===== config.mk =====
export PLATFORM = sky130hd
export DESIGN_NAME = serial_bank_regs
export DESIGN_NICKNAME = d
export VERILOG_FILES = /design/src/rtl/sbr_pkg.sv /design/src/rtl/sbr_lockout.sv /design/src/rtl/sbr_shifter.sv /design/src/rtl/sbr_regfile.sv /design/src/rtl/serial_bank_regs.sv
export SDC_FILE = /design/constraint.sdc
export NUM_CORES = 1
export LEC_CHECK = 0
export ABC_AREA = 1
export BUFFER_PORTS_ARGS = -buffer_cell sky130_fd_sc_hd__buf_2
export CAP_MARGIN = 10
export CORE_MARGIN = 4
export CORE_UTILIZATION = 51
export DETAILED_ROUTE_END_ITERATION = 12
export PLACE_DENSITY_LB_ADDON = 0.12
export SLEW_MARGIN = 15
export SYNTH_ARGS = -nofsm -noshare
export SYNTH_HDL_FRONTEND = slang
export SYNTH_HIERARCHICAL = 1
export SYNTH_SLANG_ARGS = --single-unit

===== constraint.sdc =====
create_clock -name clk -period 2.8 [get_ports clk]
set_input_delay 0.28 -clock clk [delete_from_list [all_inputs] [get_ports clk]]
set_output_delay 0.28 -clock clk [all_outputs]
set_load 0.05 [all_outputs]

===== src/rtl/sbr_pkg.sv =====
// Shared types and constants for the serial bank register block.
// Assumes a five-bit serial register and an eight-bit data bus.
package sbr_pkg;
    localparam int SR_W   = 5;
    localparam int DATA_W = 8;

    typedef enum logic [1:0] {
        SEL_CTRL  = 2'd0,
        SEL_TILE0 = 2'd1,
        SEL_TILE1 = 2'd2,
        SEL_CODE  = 2'd3
    } sbr_sel_e;

    typedef struct packed {
        logic       tile_mode;
        logic       code_span;
        logic       code_fix;
        logic [1:0] mirror;
        logic [4:0] tile_bank0;
        logic [4:0] tile_bank1;
        logic       wram_off;
        logic [3:0] code_bank;
    } sbr_cfg_t;
endpackage


===== src/rtl/sbr_lockout.sv =====
// Write lockout timer. A request is accepted only while the counter is zero.
// An accepted request reloads the counter, and each tick ages it by one.
// Assumes that the request and the tick are sampled in the same cycle, and
// that the acceptance test sees the counter value from before the decrement.
module sbr_lockout #(
    parameter int LOCK_INIT = 2
) (
    input  logic clk,
    input  logic rst_n,
    input  logic tick,
    input  logic wr_req,
    output logic accept
);
    localparam int LOCK_W = $clog2(LOCK_INIT + 1);

    logic [LOCK_W-1:0] lock_q;

    assign accept = wr_req && (lock_q == '0);

    // Counter: reload on accept, otherwise count down on tick until zero.
    always_ff @(posedge clk) begin
        if (!rst_n)
            lock_q <= '0;
        else if (accept)
            lock_q <= LOCK_W'(LOCK_INIT);
        else if (tick && lock_q != '0)
            lock_q <= lock_q - 1'b1;
    end

    a_r8_reload: assert property (@(posedge clk) disable iff (!rst_n)
        accept |=> lock_q == LOCK_W'(LOCK_INIT));
    a_r9_hold: assert property (@(posedge clk) disable iff (!rst_n)
        (!tick && !wr_req) |=> $stable(lock_q));
    a_r9_step: assert property (@(posedge clk) disable iff (!rst_n)
        (tick && !wr_req && lock_q != '0) |=> lock_q == $past(lock_q) - 1'b1);
    a_r10_late_write: assert property (@(posedge clk) disable iff (!rst_n)
        (wr_req && tick && lock_q == LOCK_W'(1)) |=> lock_q == '0);
endmodule


===== src/rtl/sbr_shifter.sv =====
// Serial accumulator. Each accepted non-abort write shifts a bit in at the
// top, and the fifth one raises a single-cycle commit that carries the full
// value. An accepted abort write clears the position count. Assumes that
// accept is already qualified by the lockout.
module sbr_shifter #(
    parameter int SR_W = 5
) (
    input  logic            clk,
    input  logic            rst_n,
    input  logic            accept,
    input  logic            abort,
    input  logic            bit_in,
    output logic            commit,
    output logic [SR_W-1:0] commit_val
);
    localparam int CNT_W = $clog2(SR_W + 1);

    logic [SR_W-1:0]  sr_q;
    logic [SR_W-1:0]  sr_next;
    logic [CNT_W-1:0] cnt_q;
    logic             last;

    assign sr_next    = {bit_in, sr_q[SR_W-1:1]};
    assign last       = (cnt_q == CNT_W'(SR_W - 1));
    assign commit     = accept && !abort && last;
    assign commit_val = sr_next;

    // Position and data update on accepted writes only.
    always_ff @(posedge clk) begin
        if (!rst_n) begin
            sr_q  <= '0;
            cnt_q <= '0;
        end else if (accept) begin
            if (abort) begin
                cnt_q <= '0;
            end else begin
                sr_q  <= sr_next;
                cnt_q <= last ? '0 : cnt_q + 1'b1;
            end
        end
    end

    a_r2_count_range: assert property (@(posedge clk) disable iff (!rst_n)
        cnt_q < CNT_W'(SR_W));
    a_r2_advance: assert property (@(posedge clk) disable iff (!rst_n)
        (accept && !abort && !last) |=> cnt_q == $past(cnt_q) + 1'b1);
    a_r7_abort_clears: assert property (@(posedge clk) disable iff (!rst_n)
        (accept && abort) |=> cnt_q == '0);
    a_r11_idle_hold: assert property (@(posedge clk) disable iff (!rst_n)
        !accept |=> ($stable(cnt_q) && $stable(sr_q)));
endmodule


===== src/rtl/sbr_regfile.sv =====
// Target registers. A commit loads the register that sel picks, and a force
// sets the two code-paging flags. Assumes that commit and force never occur
// in the same cycle.
module sbr_regfile
    import sbr_pkg::*;
#(
    parameter int SR_W    = 5,
    parameter int N_TILE  = 2
) (
    input  logic            clk,
    input  logic            rst_n,
    input  logic            commit,
    input  logic            force_page,
    input  logic [1:0]      sel,
    input  logic [SR_W-1:0] val,
    output sbr_cfg_t        cfg
);
    logic       tile_mode_q, code_span_q, code_fix_q, wram_off_q;
    logic [1:0] mirror_q;
    logic [3:0] code_bank_q;
    logic [4:0] tile_bank [N_TILE];

    // Control and code registers; the force takes precedence.
    always_ff @(posedge clk) begin
        if (!rst_n) begin
            tile_mode_q <= 1'b0;
            code_span_q <= 1'b1;
            code_fix_q  <= 1'b1;
            mirror_q    <= 2'd0;
            wram_off_q  <= 1'b0;
            code_bank_q <= 4'd0;
        end else if (force_page) begin
            code_span_q <= 1'b1;
            code_fix_q  <= 1'b1;
        end else if (commit) begin
            case (sbr_sel_e'(sel))
                SEL_CTRL: begin
                    tile_mode_q <= val[4];
                    code_span_q <= val[3];
                    code_fix_q  <= val[2];
                    mirror_q    <= val[1:0];
                end
                SEL_CODE: begin
                    wram_off_q  <= val[4];
                    code_bank_q <= val[3:0];
                end
                default: ;
            endcase
        end
    end

    for (genvar i = 0; i < N_TILE; i++) begin : g_tile
        logic [4:0] bank_q;
        // Tile bank i: loaded whole when its select code commits.
        always_ff @(posedge clk) begin
            if (!rst_n)
                bank_q <= 5'(i);
            else if (commit && sel == 2'(int'(SEL_TILE0) + i))
                bank_q <= val[4:0];
        end
        assign tile_bank[i] = bank_q;
    end

    // Pack the fields for the top level.
    always_comb begin
        cfg            = '0;
        cfg.tile_mode  = tile_mode_q;
        cfg.code_span  = code_span_q;
        cfg.code_fix   = code_fix_q;
        cfg.mirror     = mirror_q;
        cfg.tile_bank0 = tile_bank[0];
        cfg.tile_bank1 = tile_bank[1];
        cfg.wram_off   = wram_off_q;
        cfg.code_bank  = code_bank_q;
    end

    a_r7_force_paging: assert property (@(posedge clk) disable iff (!rst_n)
        force_page |=> (cfg.code_span && cfg.code_fix));
    a_r7_force_keeps: assert property (@(posedge clk) disable iff (!rst_n)
        force_page |=> ($stable(cfg.tile_bank0) && $stable(cfg.mirror) && $stable(cfg.code_bank)));
    a_r11_quiet: assert property (@(posedge clk) disable iff (!rst_n)
        (!commit && !force_page) |=> $stable(cfg));
    a_r5_tile1_load: assert property (@(posedge clk) disable iff (!rst_n)
        (commit && sel == 2'd2) |=> cfg.tile_bank1 == $past(val[4:0]));
    a_r0_exclusive: assert property (@(posedge clk) disable iff (!rst_n)
        !(commit && force_page));
endmodule


===== src/rtl/serial_bank_regs.sv =====
// Top level of the serial-loaded bank control registers. It connects the
// lockout timer, the serial accumulator and the register file. Assumes one
// cycle of wr_en per bus write and a synchronous active-low reset.
module serial_bank_regs
    import sbr_pkg::*;
#(
    parameter int ADDR_W    = 16,
    parameter int SEL_LO    = 13,
    parameter int LOCK_INIT = 2
) (
    input  logic              clk,
    input  logic              rst_n,
    input  logic              tick,
    input  logic              wr_en,
    input  logic [ADDR_W-1:0] wr_addr,
    input  logic [DATA_W-1:0] wr_data,
    output logic              tile_mode_o,
    output logic              code_span_o,
    output logic              code_fix_o,
    output logic [1:0]        mirror_o,
    output logic [4:0]        tile_bank0_o,
    output logic [4:0]        tile_bank1_o,
    output logic              wram_off_o,
    output logic [3:0]        code_bank_o
);
    logic            accept, abort, commit;
    logic [SR_W-1:0] commit_val;
    logic [1:0]      sel;
    sbr_cfg_t        cfg;
    logic            sbr_unused;

    assign abort      = wr_data[DATA_W-1];
    assign sel        = wr_addr[SEL_LO+1:SEL_LO];
    assign sbr_unused = ^{wr_addr, wr_data};

    sbr_lockout #(.LOCK_INIT(LOCK_INIT)) u_lock (
        .clk(clk), .rst_n(rst_n), .tick(tick), .wr_req(wr_en), .accept(accept)
    );

    sbr_shifter #(.SR_W(SR_W)) u_shift (
        .clk(clk), .rst_n(rst_n), .accept(accept), .abort(abort),
        .bit_in(wr_data[0]), .commit(commit), .commit_val(commit_val)
    );

    sbr_regfile #(.SR_W(SR_W), .N_TILE(2)) u_regs (
        .clk(clk), .rst_n(rst_n), .commit(commit), .force_page(accept && abort),
        .sel(sel), .val(commit_val), .cfg(cfg)
    );

    assign tile_mode_o  = cfg.tile_mode;
    assign code_span_o  = cfg.code_span;
    assign code_fix_o   = cfg.code_fix;
    assign mirror_o     = cfg.mirror;
    assign tile_bank0_o = cfg.tile_bank0;
    assign tile_bank1_o = cfg.tile_bank1;
    assign wram_off_o   = cfg.wram_off;
    assign code_bank_o  = cfg.code_bank;

    a_r8_no_accept_idle: assert property (@(posedge clk) disable iff (!rst_n)
        !wr_en |-> !accept);
endmodule


======== Yosys cells after proc, flatten, opt, wreduce, memory -nomap -nowiden ========
Cells that the tools add are included.
word-level totals
  bits in registers ....................... 30
  input port bits ......................... 28
operators by class
  add/subtract/negate cells ............... 2
  eq/ne operators ......................... 4
  muxes and demuxes ....................... 4
  bitwise operators ....................... 3
  reductions and logical operators ........ 18
operators with widths
  operator                                              count
  logical AND 1 bit                                     7
  two-way mux 3 bit                                     2
  AND reduction 3 bit                                   2
  equality test 2 bit (second input constant)           2
  logical NOT 2 bit                                     2
  two-way mux 2 bit                                     2
  AND reduction 2 bit                                   2
  nonzero test 2 bit                                    2
  OR reduction 2 bit                                    2
  adder 3 x 1 -> 3 bit (second input constant)          1
  equality test 3 bit (second input constant)           1
  inverter 1 bit                                        3
  equality test 2 x 1 -> 1 bit (second input constant)  1
  subtractor 2 x 1 -> 2 bit (second input constant)     1
  logical NOT 1 bit                                     1

======== Depth between registers and ports, before layout ========
Gate-level depths: netlist of the first run.
  word-level depth ........................ 5
  depth in mapped cells ................... 13
  gate-level depth less buffers ........... 11

======== Hierarchy ========
The synthesis of the first run kept the hierarchy.
by module, submodules not included
  module            times used  cells an instance  area each (um^2)  sequential area each (um^2)
  sbr_regfile       1           118                904.6             400.4
  sbr_shifter       1           47                 330.3             140.1
  sbr_lockout       1           21                 122.6             40.0
  serial_bank_regs  1           2                  7.5               0.0

======== Worst setup path after synthesis of the first run ========
OpenSTA, ideal clock, no wires.
  kind .................................... register -> register
  start point ............................. register u_lock.lock_q[0]
  end point ............................... register u_regs.mirror_q[0]
  arrival ................................. 1.446 ns
  slack ................................... 1.238 ns
  stages on the path, launching flop included .. 14
  path buffers ............................ 2
  clock period less this slack ............ 1.562 ns
  path through ............................ dfxtp_1 inv_1 ha_1 nand2_1 inv_1 nand2_2 nor2_1 buf_6 inv_2 nor2_4 buf_6 nand3_1 nand2_1 nor2_1
between the ends
  cells in the longest elaborated chain, start to end .. 5
  elaborated cells on any way between the ends .. 7
  those cells by class .................... 1 x bitwise; 6 x reduce/logical
ends and longest elaborated chain
  item                             RTL line                source
  start: declaration               sbr_lockout.sv:16       logic [LOCK_W-1:0] lock_q;
  start signal: assignment         sbr_lockout.sv:25       lock_q <= LOCK_W'(LOCK_INIT);
  start signal: assignment         sbr_lockout.sv:27       lock_q <= lock_q - 1'b1;
  logical NOT 2 bit                sbr_lockout.sv:18       assign accept = wr_req && (lock_q == '0);
  logical AND 1 bit                sbr_lockout.sv:18
  named net accept                 serial_bank_regs.sv:26  logic accept, abort, commit;
  logical AND 1 bit (2 in series)  sbr_shifter.sv:25       assign commit = accept && !abort && last;
  named net commit                 serial_bank_regs.sv:26
  AND reduction 3 bit (no line)    --
  end signal: assignment           sbr_regfile.sv:41       mirror_q <= val[1:0];
  end: declaration                 sbr_regfile.sv:19       logic [1:0] mirror_q;
The timed path passes the listed nets, and every way through them passes these cells.
A chain may end at the register's enable or synchronous reset.

======== Worst setup path after layout of the first run ========
  start point ............................. register u_lock.lock_q[0]
  end point ............................... register u_regs.g_tile[1].bank_q[0]
between the ends
  cells in the longest elaborated chain, start to end .. 5
ends and longest elaborated chain
  item                             RTL line                source
  logical NOT 2 bit                sbr_lockout.sv:18
  logical AND 1 bit                sbr_lockout.sv:18
  named net accept                 serial_bank_regs.sv:26
  logical AND 1 bit (2 in series)  sbr_shifter.sv:25
  named net commit                 serial_bank_regs.sv:26
  logical AND 1 bit                sbr_regfile.sv:58       else if (commit && sel == 2'(int'(SEL_TILE0) + i))
  end signal: assignment           sbr_regfile.sv:57       bank_q <= 5'(i);
  end signal: assignment           sbr_regfile.sv:59       bank_q <= val[4:0];
  end: declaration                 sbr_regfile.sv:53       logic [4:0] bank_q;
The timed path passes the listed nets, and every way through them passes these cells.

==> impl_metrics.toml, run 1 <==
[timing]
finalHoldViolCount = 0
fin_crit_sh_pct = 75.7
fin_crit_ns = 2.12
rsz0062_at_grt = "no"
max_freq_mhz = 472
slew-limit-headroom_pct = 57.0
final_max_slew_viol_count = 0
skew_ns = 0.00677
fin_hold_ws_ns = 0.266
setup_viol = 0
fin_setup_tns_ns = 0
max_slew.worst_pin.slew_ns = 0.643

[detailed_routing]
avgViaCountPerCell = 5.05
drt-pass1-iter-count = 4
num_vias = 1226
drtIter0Drc = 43
wire_per_inst_um = 11.1
drt-total-wl_um = 2700
drc = 0
ant_nets = 0

[clock_network]
clock_sinks = 29
cts_setup_buffers = 0
clk_latency_ns = 0.31
cts_max_level = 2
clkTransAtPathRegs_ns = 0.09
clockBufferDepth = 2
cts_tree = "done"
cts-root-buf = "clkbuf_4"
numCtsBuffers = 5
ctsResizeCount = 0
holdBufCountCts = 0

[cells_and_area]
layout-drive-gt1-share_pct = 23.0
final_util_pct = 59.8
nNetsFinal = 243
area_delta_synth_final_pct = 10.5
instances_no_fill = 243
antenna_cells = 0

[worst_setup_path]
cp.required_ns = 2.99
worst-setup-path-type = "reg -> reg"
endpoint_kind = "flip-flop"
cp-start-kind = "flip-flop"
reg2reg_from = "u_lock/lock_q[0]"
crit_fanout = 9
crit_arrival_ns = 2.31
crit_path_start = "u_lock/lock_q[0]"

[logic_synthesis]
ys_seq_elements = 29
syn_area_per_cell_sq_um = 7.26
synth.distinct_cells = 17
syn-num-nets = 219
synth_sequential_area_ratio_pct = 42.5
syn_area_sq_um = 1370
syn_inst = 188
yosys_warnings = 6

[hold_path]
worstHoldStart = "wr_en"
hp-class = "in -> reg"

[place]
routabilityCongestion = 0.796
placed_cells = 235
dp_hpwl_um = 2000
port_buffers = 27

[status]
status = "finished clean"

[die]
start_util_pct = 54.1
die_h_um = 59.7
pin_count = 48
fp.dieW_um = 59.7
coreArea_sq_um = 2520
dieArea_sq_um = 3570
row_count = 18

[pwr]
cellPowerDensity_nw_per_um2 = 496
vdd_ir_drop_max_mv = 0.432
power.total_w = 0.000748
p_leak_nw = 0.698

[global_routing]
grt_pass1_wl_um = 4710
grt_usage_pct = 17.1
grt_max_degree = 19
antenna_found_initial = 0
grt_pass1_vias = 1205
grt-ovfl-total = 0

[flow_run]
maxCapViolCount = 0
## where the power goes
group / internal [W] / switching [W] / leakage, nW / total, W
clock: 0.0000955 / 0.000136 / 0.0320 / 0.000232
sequential: 0.000423 / 0.0000112 / 0.235 / 0.000434
combinational: 0.0000264 / 0.0000563 / 0.431 / 0.0000827
## per-stage QoR
step / instance area (sq um) / worst slack, ns
detailed placement: 1460 / 0.733
finish: 1510 / 0.681
global route: 1510 / 0.501
CTS: 1510 / 0.719
global placement: 1460 / 0.781
floorplan: 1370 / 1.24
## synthesized netlist by cell type
master / n / area [sq um]
o21ai_1: 1 / 5.00
nor2_1: 29 / 109
nand2_2: 2 / 12.5
ha_1: 3 / 37.5
buf_4: 8 / 60.1
nand3_2: 2 / 20.0
nor2_4: 4 / 45.0
buf_2: 1 / 5.00
inv_2: 6 / 22.5
o21ai_0: 4 / 20.0
nand3_1: 15 / 75.1
buf_6: 2 / 22.5
a21oi_1: 14 / 70.1
inv_1: 20 / 75.1
nand4_1: 10 / 62.6
dfxtp_1: 29 / 581
nand2_1: 38 / 143
## critical path, stage by stage, from the launching register on
cell     delay, ns
dfxtp_1       0.32
inv_1         0.07
ha_1          0.18
nand2_1       0.10
inv_1         0.11
nand2_2       0.13
nor2_1        0.52
buf_4         0.28
nand3_2       0.13
nand2_1       0.09
nand3_1       0.07
## metal layers
layer  part of all wire, %  track usage, %  vias up
li1                      -               -      641
met1                    46            21.2      550
met2                    48            27.5       33
met3                   5.7            4.54        2
met4                  0.30            7.91        0
met5                     0               0        -
## sequential cells by signal, indices dropped and copies added (netlist names)
| signal | flops |
|---|---|
| u_regs/code_bank_q | 4 |
| u_regs/g_tile.bank_q | 10 |
| u_regs/wram_off_q | 1 |
| u_lock/lock_q | 2 |
| u_shift/sr_q | 4 |
| u_regs/code_span_q | 1 |
| u_regs/mirror_q | 2 |
| u_regs/tile_mode_q | 1 |
| u_regs/code_fix_q | 1 |
| u_shift/cnt_q | 3 |
## logic make-up (layout without fill, tap and decap cells)
logic type               after synthesis  count (layout)  share of synthesized area [%]
AND/OR/NAND/NOR                      100             100                           34.2
buffers and inverters                 37              62                           13.6
adder cells (fa/ha/maj)                3               3                           2.75
AO/OA/AOI/OAI                         19              19                           6.97
flip-flops                            29              29                           42.5
## placed cells by master, fill, tap and decap left out
cell type	instances
buf_2	27
dfxtp_1	29
clkbuf_4	5
inv_2	6
nor2_4	4
o21ai_0	4
clkinv_2	2
nand2_1	38
inv_1	20
nor2_1	29
ha_1	3
a21oi_1	14
nand3_1	15
nand3_2	2
buf_4	1
nand4_1	10
nand2_2	2
o21ai_1	1
clkbuf_1	1
## cell type report
cell class | instances | area [sq um]
clock inverter | 2 | 10.0
timing repair buffer | 28 | 143
clock buffer | 6 | 41.3
sequential | 29 | 581
inverter | 26 | 97.6
fill | 258 | 1010
multi-input combinational | 122 | 599
tap | 30 | 37.5
## worst paths after layout
kind,end,slack [ns],depth (start not counted)
hold reg to reg,u_regs/code_span_q,0.46,2
setup reg to reg,u_regs/g_tile[1].bank_q[0],0.68,10
setup / recovery,u_regs/g_tile[1].bank_q[0],0.68,10
hold / removal,u_lock/lock_q[0],0.27,4
(Power assumes the default switching activity.)
==> inputs of run 2 (changes only) <==
--- a/config.mk
+++ b/config.mk
@@ -9,7 +9,7 @@
 export BUFFER_PORTS_ARGS = -buffer_cell sky130_fd_sc_hd__buf_2
 export CAP_MARGIN = 10
 export CORE_MARGIN = 4
-export CORE_UTILIZATION = 51
+export CORE_UTILIZATION = 49
 export DETAILED_ROUTE_END_ITERATION = 12
 export PLACE_DENSITY_LB_ADDON = 0.12
 export SLEW_MARGIN = 15
==> constraint.sdc (replaced) <==
create_clock -name clk -period 1.95 [get_ports clk]
set_input_delay 0.195 -clock clk [delete_from_list [all_inputs] [get_ports clk]]
set_output_delay 0.195 -clock clk [all_outputs]
set_load 0.05 [all_outputs]
==> run 2 against run 1 <==
- sequential power grew 43%
- combinational power increased by 45%
- die area rose by 3.5%
- sequential share of layout area fell by 0.57 points
- first-iteration DRC count shrank 12%
- setup slack worse by 0.52 ns
- clock power up 52%
- clock-buffer cell count is 1 lower
- via count shrank 1.3%
==> impl_metrics.toml, run 2 (synthesized netlist as in run 1, its figures left out) <==
[global_routing]
grt_pass1_wl_um = 4220
grt_max_degree = 19
antenna_found_initial = 0
grt_usage_pct = 15.8
grt_pass1_vias = 1008
grt-ovfl-total = 0

[place]
routabilityCongestion = 0.736
pre_cts_slack_ns = 0.189
port_buffers = 27
dp_hpwl_um = 1950
placed_cells = 236

[timing]
finalHoldViolCount = 0
fin_crit_ns = 1.78
max_freq_mhz = 561
rsz0062_at_grt = "no"
setup_slack_ns = 0.166
setup_viol = 0
slew-limit-headroom_pct = 80.0
fin_setup_tns_ns = 0
fin_crit_sh_pct = 91.5
max_slew.worst_pin.slew_ns = 0.300
final_max_slew_viol_count = 0
skew_ns = 0.00774

[die]
die_h_um = 60.8
start_util_pct = 53.2
coreArea_sq_um = 2570
dieArea_sq_um = 3690
pin_count = 48
fp.dieW_um = 60.8
row_count = 18

[worst_setup_path]
rr_worst_depth = 12
crit_fanout = 12
worst-setup-path-type = "reg -> reg"
endpoint_kind = "flip-flop"
reg2reg_from = "u_lock/lock_q[0]"
cp-start-kind = "flip-flop"
ff2ff_setup_slack_ns = 0.17
r2r_end = "u_regs/tile_mode_q"
cp.required_ns = 2.18
crit_arrival_ns = 2.01

[pwr]
cellPowerDensity_nw_per_um2 = 714
p_leak_nw = 0.703
vdd_ir_drop_max_mv = 0.561

[hold_path]
worstHoldStart = "wr_en"
min_to = "u_lock/lock_q[0]"
min_path_cells = 4
hp-class = "in -> reg"

[cells_and_area]
nNetsFinal = 245
layout-drive-gt1-share_pct = 24.2
fillers = 275
mostFrequentLayoutCells = "38 x nand2_1, 29 x nor2_1, 29 x dfxtp_1"
instances_no_fill = 245
area_delta_synth_final_pct = 12.2
antenna_cells = 0
regMostFlops = "u_regs/g_tile.bank_q"
final_common_cell = "nand2_1"
reg_top3 = "u_regs/g_tile.bank_q x10, u_regs/code_bank_q x4, u_shift/sr_q x4"
largest_reg_flops = 10

[clock_network]
cts_tree = "done"
cts_max_level = 2
holdBufCountCts = 0
cts-root-buf = "clkbuf_4"
clk_latency_ns = 0.33
clock_sinks = 29
clkTransAtPathRegs_ns = 0.09
numCtsBuffers = 5
clockBufferDepth = 2

[detailed_routing]
ant_nets = 0
top_layer_used = "met4"
drc = 0
num_vias = 1210
met1_length_um = 1190
drt-total-wl_um = 2640
routed-wl-met2_um = 1270
avgViaCountPerCell = 4.94
drt-pass1-iter-count = 4
drtIter0Drc = 38
wire_per_inst_um = 10.8
met3WireLength_um = 162

[flow_run]
maxCapViolCount = 0

[status]
status = "finished clean"
-- run 2: cell count changes in the layout (fill, tap and decap cells not counted), sizes merged --
cell / before / now
nor2: 33 / 34
buf: 28 / 29
clkbuf: 6 / 5
clkinvlp: 0 / 1
-- run 2: per-stage QoR --
step	util, %	cell area (sq um)	total power [W]	hold WS (ns)
floorplan	-	1370	0.000726	0.320
global placement	57.1	1470	0.000747	0.440
detailed placement	57.1	1470	0.000753	0.446
CTS	59.2	1520	0.00111	0.141
global route	59.6	1530	0.00116	0.152
finish	59.6	1530	0.00109	0.164
-- run 2: worst max-delay path, stage by stage (launching register included) --
cell,delay [ns]
dfxtp_1,0.33
inv_1,0.07
ha_1,0.19
nand2_1,0.10
inv_1,0.11
nand2_2,0.13
nor2_1,0.11
buf_4,0.19
inv_2,0.08
nor2_4,0.16
nand3_1,0.11
nand2_1,0.09
nor2_1,0.04
-- run 2: cell type report --
cell class,instances,area (sq um),share of cell area [%]
Multi-Input combinational cell,123,611,39.9
Sequential cell,29,581,37.9
Clock buffer,5,37.5,2.45
Tap cell,30,37.5,2.45
Timing Repair Buffer,29,150,9.80
Inverter,26,97.6,6.37
Clock inverter,3,17.5,1.14
-- run 2: repair_timing --
action	4_1_cts	5_1_grt
setup buffers	0	0
endpoints found under the setup margin	0	3
resized for setup	0	1
-- run 2: worst max path at each step --
stage | endpoint | start | slack, ns
floorplan | u_regs/mirror_q[0] | u_lock/lock_q[0] | 0.39
global placement | u_regs/tile_mode_q | u_lock/lock_q[0] | 0.23
global route | u_regs/tile_mode_q | u_lock/lock_q[0] | 0.04
detailed placement | u_regs/code_bank_q[0] | u_lock/lock_q[0] | 0.19
finish | u_regs/tile_mode_q | u_lock/lock_q[0] | 0.17
CTS | u_regs/code_bank_q[0] | u_lock/lock_q[0] | 0.16
-- run 2: where the power goes --
group	internal, W	switching (W)	total (W)	leakage, nW
logic	0.0000378	0.0000817	0.000120	0.437
registers	0.000607	0.0000147	0.000622	0.235
clock network	0.000136	0.000216	0.000352	0.0310
-- run 2: layer usage --
| metal | vias to the layer above | track usage, % |
|---|---|---|
| met2 | 31 | 23.8 |
| met4 | 0 | 8.36 |
| li1 | 642 | - |
| met3 | 4 | 5.96 |
| met5 | - | 0 |
| met1 | 533 | 19.5 |
==> inputs of run 3 (changes only) <==
--- a/config.mk
+++ b/config.mk
@@ -6,6 +6,7 @@
 export NUM_CORES = 1
 export LEC_CHECK = 0
 export ABC_AREA = 1
+export ABC_CLOCK_PERIOD_IN_PS = 1950
 export BUFFER_PORTS_ARGS = -buffer_cell sky130_fd_sc_hd__buf_2
 export CAP_MARGIN = 10
 export CORE_MARGIN = 4
==> constraint.sdc (replaced) <==
create_clock -name clk -period 1.95 [get_ports clk]
set_input_delay 0 -clock clk [delete_from_list [all_inputs] [get_ports clk]]
set_output_delay 0 -clock clk [all_outputs]
set_load 0.05 [all_outputs]
==> run 3 against run 2 <==
- clock power about the same
- sequential power about the same
- die area unchanged
- via count increased by 0.83%
- fmax decreased by 0.17%
- global-route usage increased by 0.19 points
- largest power group unchanged
==> impl_metrics.toml, run 3 (synthesized netlist as in run 1, its figures left out) <==
[status]
status = "finished clean"

[die]
dieArea_sq_um = 3690
row_count = 18
fp.dieW_um = 60.8
die_h_um = 60.8
start_util_pct = 53.2
coreArea_sq_um = 2570
pin_count = 48

[pwr]
comb_power_share_pct = 11.4
seq_power_share_pct = 56.7
p_int_w = 0.000786
power.total_w = 0.00110
cellPowerDensity_nw_per_um2 = 703
power.share.clock_pct = 32.0
p_sw_w = 0.000311
p_leak_nw = 0.721
vdd_ir_drop_max_mv = 0.561
p_sw_share_pct = 28.3

[detailed_routing]
drt-pass1-iter-count = 5
drt-total-wl_um = 2610
ant_nets = 0
num_vias = 1220
drc = 0
avgViaCountPerCell = 4.92
drtIter0Drc = 44
wire_per_inst_um = 10.5

[cells_and_area]
antenna_cells = 0
layout-drive-gt1-share_pct = 23.4
finish.instance_area_sq_um = 1560
area_delta_synth_final_pct = 14.3
final_common_cell = "nand2_1"
regMostFlops = "u_regs/g_tile.bank_q"
nNetsFinal = 248
reg_top3 = "u_regs/g_tile.bank_q x10, u_regs/code_bank_q x4, u_shift/sr_q x4"
mostFrequentLayoutCells = "38 x nand2_1, 29 x nor2_1, 29 x dfxtp_1"
largest_reg_flops = 10

[worst_setup_path]
worst-setup-path-type = "reg -> reg"
cp.required_ns = 2.18
r2r_end = "u_regs/code_bank_q[0]"
endpoint_kind = "flip-flop"
ff2ff_setup_slack_ns = 0.16
reg2reg_from = "u_lock/lock_q[0]"
rr_worst_depth = 12
cp-start-kind = "flip-flop"
crit_fanout = 12
crit_arrival_ns = 2.02

[hold_path]
hp-class = "in -> reg"
worstHoldStart = "rst_n"
min_path_cells = 2
min_to = "u_regs/g_tile[1].bank_q[0]"

[global_routing]
grt_pass1_wl_um = 4270
grt-ovfl-total = 0
antenna_found_initial = 0
grt_max_degree = 19
grt_usage_pct = 16.0
grt_pass1_vias = 1008

[clock_network]
holdBufCountCts = 4
cts-root-buf = "clkbuf_4"
cts_max_level = 2
ctsResizeCount = 0
cts_tree = "done"
clk_latency_ns = 0.33
numCtsBuffers = 5
cts_setup_buffers = 0
clock_sinks = 29
clkTransAtPathRegs_ns = 0.10
clockBufferDepth = 2

[timing]
max_slew.worst_pin.slew_ns = 0.301
final_max_slew_viol_count = 0
fin_crit_sh_pct = 91.6
fin_crit_ns = 1.79
rsz0062_at_grt = "no"
setup_viol = 0
skew_ns = 0.00650
finalHoldViolCount = 0
fin_hold_ws_ns = 0.0257
fin_setup_tns_ns = 0
max_freq_mhz = 560
slew-limit-headroom_pct = 79.9

[place]
place_area_sq_um = 1470
routabilityCongestion = 0.736
port_buffers = 27
dp_hpwl_um = 1950

[flow_run]
maxCapViolCount = 0
[run 3: routing by layer]
| layer | up-vias | track usage, % | wire length (um) |
|---|---|---|---|
| met5 | - | 0 | 0 |
| met4 | 0 | 8.36 | 23 |
| met3 | 2 | 5.96 | 150 |
| met2 | 24 | 23.4 | 1230 |
| met1 | 546 | 20.4 | 1200 |
| li1 | 648 | - | - |
[run 3: worst max path at each step]
| stage | startpoint | to | cells after the start |
|---|---|---|---|
| 2_1_floorplan | u_lock/lock_q[0] | u_regs/mirror_q[0] | 13 |
| 3_3_place_gp | u_lock/lock_q[0] | u_regs/tile_mode_q | 12 |
| 3_5_place_dp | u_lock/lock_q[0] | u_regs/code_bank_q[0] | 12 |
| 4_1_cts | u_lock/lock_q[0] | u_regs/code_bank_q[0] | 12 |
| 5_1_grt | u_lock/lock_q[0] | u_regs/code_bank_q[3] | 12 |
| 6_report | u_lock/lock_q[0] | u_regs/code_bank_q[0] | 12 |
[run 3: cell type report]
cell class	instances	area (sq um)
multi-input cells	122	599
fillers	270	1010
flip-flops and latches	29	581
well taps	30	37.5
clock inverters	3	17.5
inverters	26	97.6
repair buffers	33	190
clock buffers	5	37.5
[run 3: worst max-delay path, stage by stage (launching register included)]
cell and delay [ns]:
dfxtp_1 0.33, inv_1 0.07, ha_1 0.19, nand2_1 0.10, inv_1 0.11, nand2_2 0.13
nor2_1 0.11, buf_4 0.19, inv_2 0.06, nor2_4 0.20, nand3_1 0.11, nand2_1 0.08
nor2_1 0.04
[run 3: power by group through the flow]
| stage | clock network (W) | registers (W) | logic, W |
|---|---|---|---|
| floorplan | 0 | 0.000631 | 0.0000955 |
| global placement | 0 | 0.000635 | 0.000112 |
| detailed placement | 0 | 0.000636 | 0.000117 |
| CTS | 0.000374 | 0.000622 | 0.000125 |
| global route | 0.000397 | 0.000623 | 0.000144 |
| finish | 0.000351 | 0.000622 | 0.000125 |
[run 3: metrics by stage]
step	cells	worst slack, ns	util [%]
final	248	0.163	60.8
after global routing	248	0.00232	60.8
after CTS	248	0.160	60.8
after detailed placement	236	0.189	57.1
after global placement	236	0.233	57.1
after floorplan	188	0.388	-
